<file path="src/rtl/lin_irq_vector.sv">
module lin_irq_vector #(
  parameter int IDLE_BITS = 23
) (
  input  logic        clk,
  input  logic        rst_n,
  input  logic [15:0] ev_pulse,
  input  logic        bus_valid,
  input  logic        vec_rd,
  input  logic        d0_rd,
  input  logic        irq_en,
  output logic [7:0]  vec,
  output logic        irq
);
  localparam logic [15:0]        SRC_MASK = 16'hBEFC;
  localparam logic [IDLE_BITS:0] LIMIT    = {1'b1, {IDLE_BITS{1'b0}}};

  logic [15:0]        flags;
  logic [3:0]         top;
  logic [IDLE_BITS:0] cnt;
  logic               idle_done;
  logic               d0_seen;

  always_comb begin
    top = 4'd0;
    for (int i = 1; i < 16; i++)
      if (flags[i]) top = 4'(i);
  end

  assign vec = {2'b00, top, 2'b00};

  wire        rx_top    = (top == 4'd4) || (top == 4'd5);
  wire        clr_ok    = vec_rd && (top != 4'd0) && (!rx_top || d0_seen);
  wire [15:0] clr       = clr_ok ? (16'd1 << top) : 16'd0;
  wire        idle_fire = !idle_done && (cnt == LIMIT);
  wire [15:0] set       = (ev_pulse & SRC_MASK) | {14'd0, idle_fire, 1'b0};
  wire        rx_set    = |set[5:4];

  always_ff @(posedge clk) begin
    if (!rst_n) begin
      flags   <= '0;
      irq     <= 1'b0;
      d0_seen <= 1'b0;
    end else begin
      flags <= (flags & ~clr) | set;
      irq   <= irq_en && (top != 4'd0);
      if (rx_set)                d0_seen <= 1'b0;
      else if (d0_rd)            d0_seen <= 1'b1;
      else if (clr_ok && rx_top) d0_seen <= 1'b0;
    end
  end

  always_ff @(posedge clk) begin
    if (!rst_n || bus_valid) begin
      cnt       <= '0;
      idle_done <= 1'b0;
    end else if (idle_fire) begin
      idle_done <= 1'b1;
    end else if (!idle_done) begin
      cnt <= cnt + 1'b1;
    end
  end
endmodule


</file>
<file path="config.mk">
export PLATFORM = sky130hd
export DESIGN_NAME = lin_irq_vector
export DESIGN_NICKNAME = d
export VERILOG_FILES = /design/src/rtl/lin_irq_vector.sv
export SDC_FILE = /design/constraint.sdc
export NUM_CORES = 1
export LEC_CHECK = 0
export BUFFER_PORTS_ARGS = -buffer_cell sky130_fd_sc_hd__buf_2
export CORE_ASPECT_RATIO = 0.75
export CORE_MARGIN = 8
export CORE_UTILIZATION = 50
export CTS_BUF_LIST = sky130_fd_sc_hd__clkbuf_4 sky130_fd_sc_hd__clkbuf_8
export CTS_CLUSTER_DIAMETER = 80
export CTS_CLUSTER_SIZE = 30
export DETAILED_ROUTE_END_ITERATION = 10
export PLACE_DENSITY = 0.7
export SYNTH_ARGS = -nofsm -noshare
export SYNTH_HDL_FRONTEND = slang
export SYNTH_SLANG_ARGS = --single-unit
export TNS_END_PERCENT = 5
</file>
<file path="constraint.sdc">
create_clock -name clk -period 2.4 [get_ports clk]
set_input_delay 0.24 -clock clk [delete_from_list [all_inputs] [get_ports clk]]
set_output_delay 0.24 -clock clk [all_outputs]
set_load 0.01 [all_outputs]
</file>
# [After elaboration in Yosys (flattened, before gate mapping)]
# Index checks and enable logic that the tools add are counted.
[word_totals] in_bits=22 output_inout_bits=9 word_cells=50 regBits=43
[classes] addsub=1 n_mux=18 n_eq_ne=3 bitwise=7 n_shift=1 n_reduce_logical=15
[op_table] op="$mux 4" count=13
[op_table] op="$add 24x1->24 const B" count=1
[op_table] op="$eq 24x24->1 const B" count=1
[op_table] op="$and 16x16->16" count=1
[op_table] op="$mux 16" count=1
[op_table] op="$not 16->16" count=1
[op_table] op="$or 16x16->16" count=1
[op_table] op="$or 16x2->16" count=1
[op_table] op="$shl 1x4->16 const A" count=1
[op_table] op="$eq 4x3->1 const B" count=2
[op_table] op="$logic_and 1x1->1" count=5
[op_table] op="$reduce_bool 4->1" count=1
[op_table] op="$logic_not 1->1" count=3
[op_table] op="$logic_or 1x1->1" count=3
[op_table] op="$mux 1" count=3
[op_table] op="$not 1->1" count=3
[op_table] op="$reduce_or 3->1" count=1
[op_table] op="$mux 2" count=1
[op_table] op="$reduce_and 2->1" count=1
[op_table] op="$reduce_bool 2->1" count=1

# [Logic depth before layout (Yosys ltp)]
# Gate-level depths: netlist of run 1.
[logic_depth] word_depth=24 mapped_depth=8 mapped_depth_nobuf=7

# [Least setup slack after synthesis of run 1]
# OpenSTA, ideal clock, no wires.
[synth_timing] path_kind="register -> register" from="register cnt[0]" to="register cnt[12]" required_time_ns=2.329 setup_ns=0.071 arrival_time_ns=1.686 synth_period_minus_slack_ns=1.756 path_stages_with_launch=9 setup_slack_ns=0.644 path_buffers=1 path_cell_list="dfxtp_1 -> inv_1 -> ha_1 -> nor4b_1 -> nand4_2 -> o21ai_2 -> buf_6 -> or4_1 -> a21oi_1"
[synth_via] elab_chain_cells=4 elab_cells_between_ends=5 cone_classes="add/sub: 1; eq/ne: 1; bitwise: 1; reduce/logical: 2"
[synth_rtl] item="start: declaration" line="19" source="logic [IDLE_BITS:0] cnt;"
[synth_rtl] item="start signal: assignment" line="59" source="cnt <= cnt + 1'b1;"
[synth_rtl] item="branches (longest 4 deep; another with $add 24x1->24)"
# Several ways; the timed one is not identified.
# A chain may end at the register's enable or synchronous reset.

# [Worst setup path in the final report of run 1]
[layout_timing] from="register flags[11]" to="output vec[2]"
[layout_via] elab_chain_cells=5
[layout_rtl] item="start: declaration" line="17" source="logic [15:0] flags;"
[layout_rtl] item="start signal: assignment" line="44" source="flags <= (flags & ~clr) | set;"
[layout_rtl] item="$mux 4 (5 in series)" line="26" source="if (flags[i]) top = 4'(i);"
[layout_rtl] item="end: declaration" line="11" source="output logic [7:0] vec,"
# Every way passes these cells.

==> results of run 1 <==
worst paths after layout:
| kind | start | to | slack (ns) | depth (start not counted) |
|---|---|---|---|---|
| setup / recovery | flags[11] | vec[2] | 0.18 | 6 |
| setup reg to reg | cnt[2] | cnt[23] | 0.43 | 5 |
| hold reg to reg | cnt[23] | cnt[23] | 0.50 | 2 |
| hold / removal | ev_pulse[5] | d0_seen | 0.14 | 2 |
per-stage QoR:
step / hold slack (ns) / utilization [%] / instances / area (um^2)
after global routing: 0.131 / 59.0 / 345 / 2420
after CTS: 0.121 / 59.0 / 345 / 2420
after floorplan: 0.317 / - / 267 / 2180
after detailed placement: 0.442 / 56.6 / 337 / 2320
final: 0.136 / 59.0 / 345 / 2420
after global placement: 0.435 / 56.6 / 337 / 2320
cells in the mapped netlist, types with 2 or more instances:
master | count | share of area, %
nand2_1 | 18 | 3.1
a21oi_1 | 15 | 3.5
inv_1 | 11 | 1.9
and3_1 | 3 | 0.87
buf_4 | 4 | 1.4
nor3_1 | 6 | 1.4
o21a_1 | 2 | 0.69
o211ai_1 | 5 | 1.7
nor4b_1 | 4 | 1.6
or3_1 | 5 | 1.4
and2_1 | 2 | 0.58
xor2_1 | 10 | 4.0
o21ai_0 | 20 | 4.6
nand2b_1 | 3 | 0.87
nor2_1 | 37 | 6.4
nor4_1 | 5 | 1.4
nor2b_1 | 3 | 0.87
ha_1 | 2 | 1.2
and3_2 | 2 | 0.69
nand3_1 | 8 | 1.8
o31ai_1 | 4 | 1.4
a31oi_1 | 8 | 2.3
or4_1 | 5 | 1.7
nor4_4 | 2 | 2.0
nand4_1 | 6 | 1.7
clkbuf_1 | 5 | 0.87
xnor2_1 | 4 | 1.6
dfxtp_1 | 42 | 39
repair_timing:
item | in CTS | in global routing
setup buffers | 0 | 0
setup endpoints to repair | 0 | 1
gates resized for setup | 0 | 1
state kept, by name, summed over array words and instances (netlist names):
register and cells:
flags 15, cnt 24, irq 1, idle_done 1, d0_seen 1
where the power goes:
group | internal (W) | total, W | switching (W)
clock network | 0.000244 | 0.000487 | 0.000243
registers | 0.000716 | 0.000743 | 0.0000268
logic | 0.0000646 | 0.000168 | 0.000103
area by class of cell:
class / instances / area (um^2) / area share [%]
clock buffers: 7 / 90.1 / 3.72
repair buffers: 26 / 140 / 5.79
clock inverters: 1 / 5.00 / 0.207
flip-flops and latches: 42 / 842 / 34.8
multi-input cells: 203 / 1230 / 51.0
inverters: 11 / 41.3 / 1.71
well taps: 55 / 68.8 / 2.84
logic make-up (layout without fill, tap and decap cells):
family / after synthesis / in the layout / synth area share (%)
compound gates: 66 / 66 / 19.0
buf+inv: 22 / 45 / 4.90
mux: 1 / 1 / 0.461
other cells: 1 / 4 / 0.173
xor+xnor: 14 / 14 / 5.65
flops: 42 / 42 / 38.8
simple gates: 116 / 116 / 29.9
fa+ha+maj: 2 / 2 / 1.15
per-layer routing:
metal	global-route usage, %	up-vias
met4	6.23	0
met2	18.6	74
met5	0	-
met3	5.14	11
met1	23.7	903
li1	-	1000
critical path: stages (launching register included):
cell and delay (ns):
dfxtp_1 0.49, nor3b_1 0.09, a2111oi_0 0.35, o21ai_1 0.17
and2_2 0.27, inv_1 0.15, buf_2 0.16
==> run_results.csv, run 1 <==
group,metric,value,unit
global_route,grt_pass1_vias,1760,
clocking,clockBufferDepth,2,
pwr,pwr_density_cell,577,nW/um^2
place,dp_hpwl,3810,um
drt,drc,0,
hold_path,min_path_type,"primary input to flip-flop",
timing,rsz0062_at_grt,"no",
floorplan,dieArea,6720,um^2
synth,synth_edf_count,0,
timing,finalClockSkew,0.00666,ns
clocking,clk_latency,0.30,ns
finish,layout_commonest_cell,"dfxtp_1",
drt,dr_wl_met3,483,um
finish,area_growth,11.6,%
floorplan,fp.dieW,92.1,um
drt,wl_met2,1840,um
drt,wl_met1,2630,um
floorplan,rows,20,
global_route,grt-ovfl-total,0,
synth,ys_async_sr_fraction,0,%
timing,final.period_utilization,92.4,%
clocking,postCtsHoldBufs,0,
drt,wl_per_cell,14.6,um
timing,report.final.slew_viol_count,0,
synth,netlist_area,2170,um^2
clocking,cts_made_buffers,5,
finish,n_antenna_cell,0,
setup_path,path_class,"flip-flop to output pin",
synth,ys_seq_area_share,38.8,%
timing,period_minus_slack,2.22,ns
pwr,power.leakage,0.895,nW
drt,highest_layer,"met4",
drt,postRouteAntennaNets,0,
place,pre_cts_ws,0.452,ns
timing,max_slew_margin,54.7,%
clocking,cts-root-buf,"clkbuf_8",
timing,final.setup.worst_slack,0.182,ns
place,gp_congestion,0.845,
floorplan,ioPinCount,31,
place,port_buffers,22,
finish,fillCellCount,390,
floorplan,core,4100,um^2
timing,fin_tns_setup,0,ns
synth,syn_avg_cell_area,8.22,um^2
finish,fin_nets,313,
clocking,h-tree-depth,2,
clocking,cts_tree,"done",
drt,drt_iter0_markers,138,
drt,route.detailed.vias_per_inst,5.76,
global_route,grt_max_degree,21,
flow_run,cap_violations,0,
finish,final_cell_mix,"dfxtp_1, nor2_1, buf_2",
clocking,clock-sinks,42,
synth,synth_cell_types,51,
timing,setup_violations,0,
timing,fmax,451,MHz
setup_path,crit_fanout,7,
floorplan,start_util,52.9,%
synth,synth_cells,264,
synth,synth_warnings,0,
finish,drive_gt1_share,16.6,%
global_route,antenna_found_initial,0,
setup_path,startpoint_type,"flip-flop",
setup_path,critPathArrivalTime,1.98,ns
drt,wl,5020,um
clocking,clkTransAtPathRegs,0.08,ns
floorplan,die_h,73.0,um
setup_path,endpoint_kind,"output pin",
global_route,grt_pass1_wl,8510,um
timing,tightest_slew,0.674,ns
drt,dr.pass1.iters,4,
timing,hold_viol,0,
setup_path,required,2.16,ns
synth,synth-seq-cells,42,
pwr,vdd_ir_drop_max,433,uV
synth,synthFlopType,"dfxtp_1",
drt,via_count,1988,
global_route,grt_usage,15.6,%
run_status,status,"finished clean",
pwr,totalPowerFinal,0.00140,W
(Power assumes the default switching activity.)
==> run 2, diff against run 1 <==
--- a/config.mk
+++ b/config.mk
@@ -7,5 +7,5 @@
 export LEC_CHECK = 0
 export BUFFER_PORTS_ARGS = -buffer_cell sky130_fd_sc_hd__buf_2
-export CORE_ASPECT_RATIO = 0.75
+export CORE_ASPECT_RATIO = 0.9
 export CORE_MARGIN = 8
 export CORE_UTILIZATION = 50
@@ -14,5 +14,5 @@
 export CTS_CLUSTER_SIZE = 30
 export DETAILED_ROUTE_END_ITERATION = 10
-export PLACE_DENSITY = 0.7
+export PLACE_DENSITY = 0.71
 export SYNTH_ARGS = -nofsm -noshare
 export SYNTH_HDL_FRONTEND = slang
==> constraint.sdc (replaced) <==
create_clock -name clk -period 2.4 [get_ports clk]
set_input_delay 0.24 -clock clk [delete_from_list [all_inputs] [get_ports clk]]
set_output_delay 0.24 -clock clk [all_outputs]
set_load 0.05 [all_outputs]
==> run 2 against run 1 <==
  * Maximum frequency fell by 2.0%
  * First-iteration DRC count fell by 3.6%
  * Sequential share of layout area fell by 0.054 points
  * Register-to-register slack got worse by 0.19 ns
  * Flip-flop and latch count did not move
  * Via count fell by 2.3%
  * Global-route usage fell by 0.22 points
  * Critical endpoint unchanged
==> run_results.csv, run 2 (synthesis results as in run 1) <==
group,metric,value,unit
run_status,status,"finished clean",
finish,area_growth,11.8,%
finish,largest_reg_flops,24,
place,dp_hpwl,3700,um
finish,drive_gt1_share,16.3,%
clocking,cts-root-buf,"clkbuf_8",
finish,n_antenna_cell,0,
timing,final.setup.worst_slack,0.138,ns
global_route,grt_pass1_vias,1839,
clocking,clockBufferDepth,2,
clocking,clock-sinks,42,
setup_path,required,2.16,ns
drt,drc,0,
finish,fillCellCount,377,
floorplan,rows,22,
floorplan,ioPinCount,31,
setup_path,r2r_cells,7,
timing,fmax,442,MHz
pwr,power.leakage,0.893,nW
drt,drt_iter0_markers,133,
clocking,h-tree-depth,2,
pwr,internal-power,0.00110,W
drt,route.detailed.vias_per_inst,5.76,
finish,fin_nets,312,
pwr,seqPwrFrac,49.1,%
setup_path,path_class,"flip-flop to output pin",
pwr,pwr_density_cell,624,nW/um^2
pwr,p_sw_share,27.0,%
hold_path,min_path_type,"primary input to flip-flop",
finish,top_register,"cnt",
timing,tightest_slew,0.525,ns
clocking,clkTransAtPathRegs,0.08,ns
setup_path,r2r_end,"cnt[1]",
place,port_buffers,22,
clocking,clk_latency,0.29,ns
drt,wl_per_cell,14.8,um
pwr,vdd_ir_drop_max,357,uV
clocking,cts_made_buffers,5,
timing,setup_violations,0,
timing,period_minus_slack,2.26,ns
global_route,grt_max_degree,21,
drt,via_count,1942,
timing,report.final.slew_viol_count,0,
floorplan,core,4130,um^2
timing,rsz0062_at_grt,"no",
pwr,switchingPower,0.000408,W
clocking,post_cts_buffers,0,
floorplan,start_util,52.5,%
setup_path,crit_fanout,7,
timing,max_slew_margin,65.0,%
setup_path,cp-startpoint,"flags[11]",
floorplan,dieArea,6710,um^2
timing,fin_tns_setup,0,ns
timing,final.period_utilization,94.3,%
setup_path,endpoint_kind,"output pin",
place,gp_congestion,0.889,
drt,dr.pass1.iters,4,
timing,hold_viol,0,
flow_run,cap_violations,0,
pwr,clockPowerShare,37.2,%
global_route,grt-ovfl-total,0,
setup_path,critPathArrivalTime,2.02,ns
finish,layout_commonest_cell,"dfxtp_1",
setup_path,critPathCapture,"vec[2]",
global_route,grt_pass1_wl,8560,um
floorplan,die_h,78.5,um
timing,finalClockSkew,0.00856,ns
setup_path,r2r-start,"cnt[0]",
clocking,cts_tree,"done",
finish,final_cell_mix,"dfxtp_1, nor2_1, buf_2",
drt,postRouteAntennaNets,0,
setup_path,startpoint_type,"flip-flop",
floorplan,fp.dieW,85.4,um
setup_path,r2r_slack,0.24,ns
place,pre_cts_ws,0.276,ns
global_route,antenna_found_initial,0,
pwr,comb_power_share,13.7,%
global_route,grt_usage,15.4,%
finish,top_regs,"cnt (24), flags (15)",
drt,wl,4980,um
run 2: changes by cell type in the layout (fill, tap and decap cells not counted), sizes merged:
cell      previous run  this run
buf                 26        25
clkbuf               7         6
bufinv               0         1
clkinv               1         0
clkinvlp             0         1
run 2: timing repair:
action | 4_1_cts | 5_1_grt
hold buffers | 0 | 0
endpoints found under the setup margin | 0 | 1
resized for setup | 0 | 2
run 2: layout make-up:
| cell class | instances | area [um^2] | area share [%] |
|---|---|---|---|
| Multi-Input combinational cell | 203 | 1230 | 50.9 |
| Sequential cell | 42 | 842 | 34.7 |
| Timing Repair Buffer | 25 | 133 | 5.47 |
| Clock buffer | 6 | 76.3 | 3.15 |
| Tap cell | 48 | 60.1 | 2.48 |
| Inverter | 11 | 41.3 | 1.70 |
| Clock inverter | 2 | 37.5 | 1.55 |
run 2: worst max-delay path, stage by stage (launching register included):
cell and delay [ns]:
dfxtp_1 0.47, nor3b_1 0.09, a2111oi_1 0.35, o21ai_1 0.20
and2_2 0.27, inv_1 0.07, buf_2 0.26
run 2: metrics by stage:
step	cells	cell area, um^2	power [W]	utilization (%)	hold WS [ns]
global route	337	2420	0.00158	58.7	0.122
finish	337	2420	0.00151	58.7	0.126
global placement	329	2310	0.000961	55.9	0.438
floorplan	267	2180	0.000904	-	0.317
CTS	337	2420	0.00153	58.7	0.117
detailed placement	329	2310	0.000962	55.9	0.438
run 2: how the worst min path moves through the flow:
stage                start  endpoint  slack (ns)  cells past startpoint
6_report       ev_pulse[4]   d0_seen        0.13                      2
5_1_grt        ev_pulse[4]   d0_seen        0.12                      2
4_1_cts        ev_pulse[4]   d0_seen        0.12                      2
3_5_place_dp   ev_pulse[4]   d0_seen        0.44                      2
3_3_place_gp   ev_pulse[5]   d0_seen        0.44                      2
2_1_floorplan  ev_pulse[5]   d0_seen        0.32                      1
run 2: layer usage:
| layer | global-route usage [%] | wire [um] | vias to the layer above |
|---|---|---|---|
| li1 | - | - | 1000 |
| met1 | 22.1 | 2680 | 894 |
| met2 | 21.9 | 1970 | 41 |
| met3 | 3.85 | 280 | 7 |
| met4 | 4.20 | 42 | 0 |
| met5 | 0 | 0 | - |
run 2: power groups by stage:
| stage | registers [W] | logic [W] | clock network [W] |
|---|---|---|---|
| 2_1_floorplan | 0.000754 | 0.000150 | 0 |
| 3_3_place_gp | 0.000758 | 0.000203 | 0 |
| 3_5_place_dp | 0.000758 | 0.000204 | 0 |
| 4_1_cts | 0.000742 | 0.000205 | 0.000579 |
| 5_1_grt | 0.000747 | 0.000227 | 0.000611 |
| 6_report | 0.000743 | 0.000207 | 0.000562 |
==> run 3, diff against run 2 <==
- CTS_CLUSTER_DIAMETER: 80 -> 40
- GPL_TIMING_DRIVEN: default -> 0
==> run 3 against run 2 <==
  * Worst setup slack improved by 0.017 ns
  * Maximum frequency rose by 0.74%
  * Total power rose by 2.0%
  * First-iteration DRC count rose by 74%
==> run_results.csv, run 3 (synthesis results as in run 1) <==
group,metric,value,unit
setup_path,path_buf_inv,2,
finish,register_area,842,um^2
clocking,clock-sinks,42,
drt,postRouteAntennaNets,0,
clocking,clockBufferDepth,2,
timing,fmax,445,MHz
timing,hold_slack,0.119,ns
finish,drive_gt1_share,17.5,%
setup_path,required,2.16,ns
timing,setup_violations,0,
finish,n_antenna_cell,0,
run_status,status,"finished clean",
pwr,pwr_density_cell,623,nW/um^2
setup_path,slowest_stage,"or4_1",
place,pre_cts_ws,0.214,ns
clocking,post_cts_buffers,0,
place,port_buffers,22,
drt,drt_iter0_markers,232,
timing,tightest_slew,0.515,ns
timing,fin_tns_setup,0,ns
timing,max_slew_margin,65.4,%
finish,layout_commonest_cell,"dfxtp_1",
clocking,clkTransAtPathRegs,0.08,ns
place,gp_congestion,0.905,
drt,dr_wl_met3,377,um
floorplan,ioPinCount,31,
clocking,h-tree-depth,2,
drt,wl_per_cell,15.1,um
pwr,vdd_ir_drop_max,365,uV
global_route,grt_usage,15.9,%
finish,fin_nets,320,
timing,period_minus_slack,2.25,ns
finish,top_regs,"cnt (24), flags (15)",
pwr,totalPowerFinal,0.00154,W
drt,highest_layer,"met4",
floorplan,rows,22,
setup_path,startpoint_type,"flip-flop",
setup_path,cp_slowest_stage_delay,0.57,ns
finish,largest_reg_flops,24,
timing,finalClockSkew,0.0105,ns
drt,wl_met2,2200,um
setup_path,path_class,"flip-flop to output pin",
timing,rsz0062_at_grt,"no",
setup_path,endpoint_kind,"output pin",
drt,wl,5190,um
floorplan,core,4130,um^2
global_route,antenna_found_initial,0,
global_route,grt_pass1_vias,1867,
timing,report.final.slew_viol_count,0,
finish,top_register,"cnt",
global_route,grt_pass1_wl,8720,um
clocking,cts-root-buf,"clkbuf_8",
clocking,cts_made_buffers,5,
drt,via_count,2059,
timing,final.period_utilization,93.6,%
setup_path,critPathArrivalTime,2.01,ns
finish,fillCellCount,376,
finish,area_growth,14.2,%
timing,hold_viol,0,
drt,route.detailed.vias_per_inst,5.97,
drt,drc,0,
timing,final.setup.worst_slack,0.155,ns
floorplan,die_h,78.5,um
place,dp_hpwl,3760,um
global_route,grt-ovfl-total,0,
setup_path,worstPathCellList,"or4_1 > o21ai_2 > and2_2 > inv_1 > buf_4",
floorplan,dieArea,6710,um^2
clocking,cts_tree,"done",
floorplan,start_util,52.5,%
setup_path,crit_fanout,7,
pwr,power.leakage,0.926,nW
drt,dr.pass1.iters,5,
setup_path,cpLargestDelayFamily,"simple AND/OR/NAND/NOR gates",
finish,final_cell_mix,"dfxtp_1, nor2_1, buf_2",
flow_run,cap_violations,0,
global_route,grt_max_degree,13,
hold_path,min_path_type,"primary input to flip-flop",
floorplan,fp.dieW,85.4,um
drt,wl_met1,2570,um
clocking,clk_latency,0.30,ns
finish,multiInputGateArea,1240,um^2
-- run 3: cell types whose count changed in the layout (fill, tap and decap cells not counted) --
cell,change
a2111oi_2,+1
o21ai_2,+1
clkbuf_1,+5
a2111oi_1,-1
buf_6,+1
buf_4,+2
clkinvlp_4,-1
o21ai_1,-1
clkbuf_4,+1
-- run 3: area by class of cell --
class | instances | share of cell area [%]
inverters | 11 | 1.67
repair buffers | 22 | 4.54
clock buffers | 7 | 3.38
flip-flops and latches | 42 | 34.0
multi-input cells | 203 | 50.2
plain buffers | 11 | 2.62
clock inverters | 1 | 1.21
well taps | 48 | 2.42
-- run 3: path summary, 6_finish.rpt --
kind,cells after the start,from,slack [ns],endpoint
setup / recovery,5,flags[11],0.15,vec[2]
hold / removal,2,ev_pulse[5],0.12,d0_seen
setup reg to reg,8,cnt[0],0.40,cnt[1]
hold reg to reg,2,cnt[23],0.50,cnt[23]
-- run 3: metrics by stage --
stage	utilization [%]	cell area, um^2	instances
5_1_grt	60.0	2480	345
6_report	60.0	2480	345
3_5_place_dp	56.9	2350	337
2_1_floorplan	-	2180	267
4_1_cts	59.8	2470	345
3_3_place_gp	56.9	2350	337
-- run 3: power breakdown --
group,internal [W],switching [W],total [W],leakage [nW]
logic,0.0000717,0.000143,0.000215,0.524
clock network,0.000334,0.000250,0.000584,0.0593
registers,0.000716,0.0000281,0.000744,0.343
-- run 3: worst reg2reg max path, cell delays in order, from the launching register on --
cell	delay, ns
dfxtp_1	0.33
inv_1	0.12
ha_1	0.18
nor4b_1	0.32
nand4_2	0.29
o21ai_2	0.25
buf_6	0.16
mux2i_1	0.18
nor2_1	0.05
-- run 3: repair_timing --
| item | in CTS | in global routing |
|---|---|---|
| resized for setup | 2 | 3 |
| hold buffers | 0 | 0 |
| cloned | 0 | 0 |
| endpoints found under the setup margin | 1 | 1 |
-- run 3: metal layers --
| metal | GRT usage, % | vias up |
|---|---|---|
| met3 | 5.31 | 5 |
| met5 | 0 | - |
| met1 | 22.2 | 964 |
| met4 | 4.72 | 0 |
| met2 | 22.2 | 77 |
| li1 | - | 1013 |
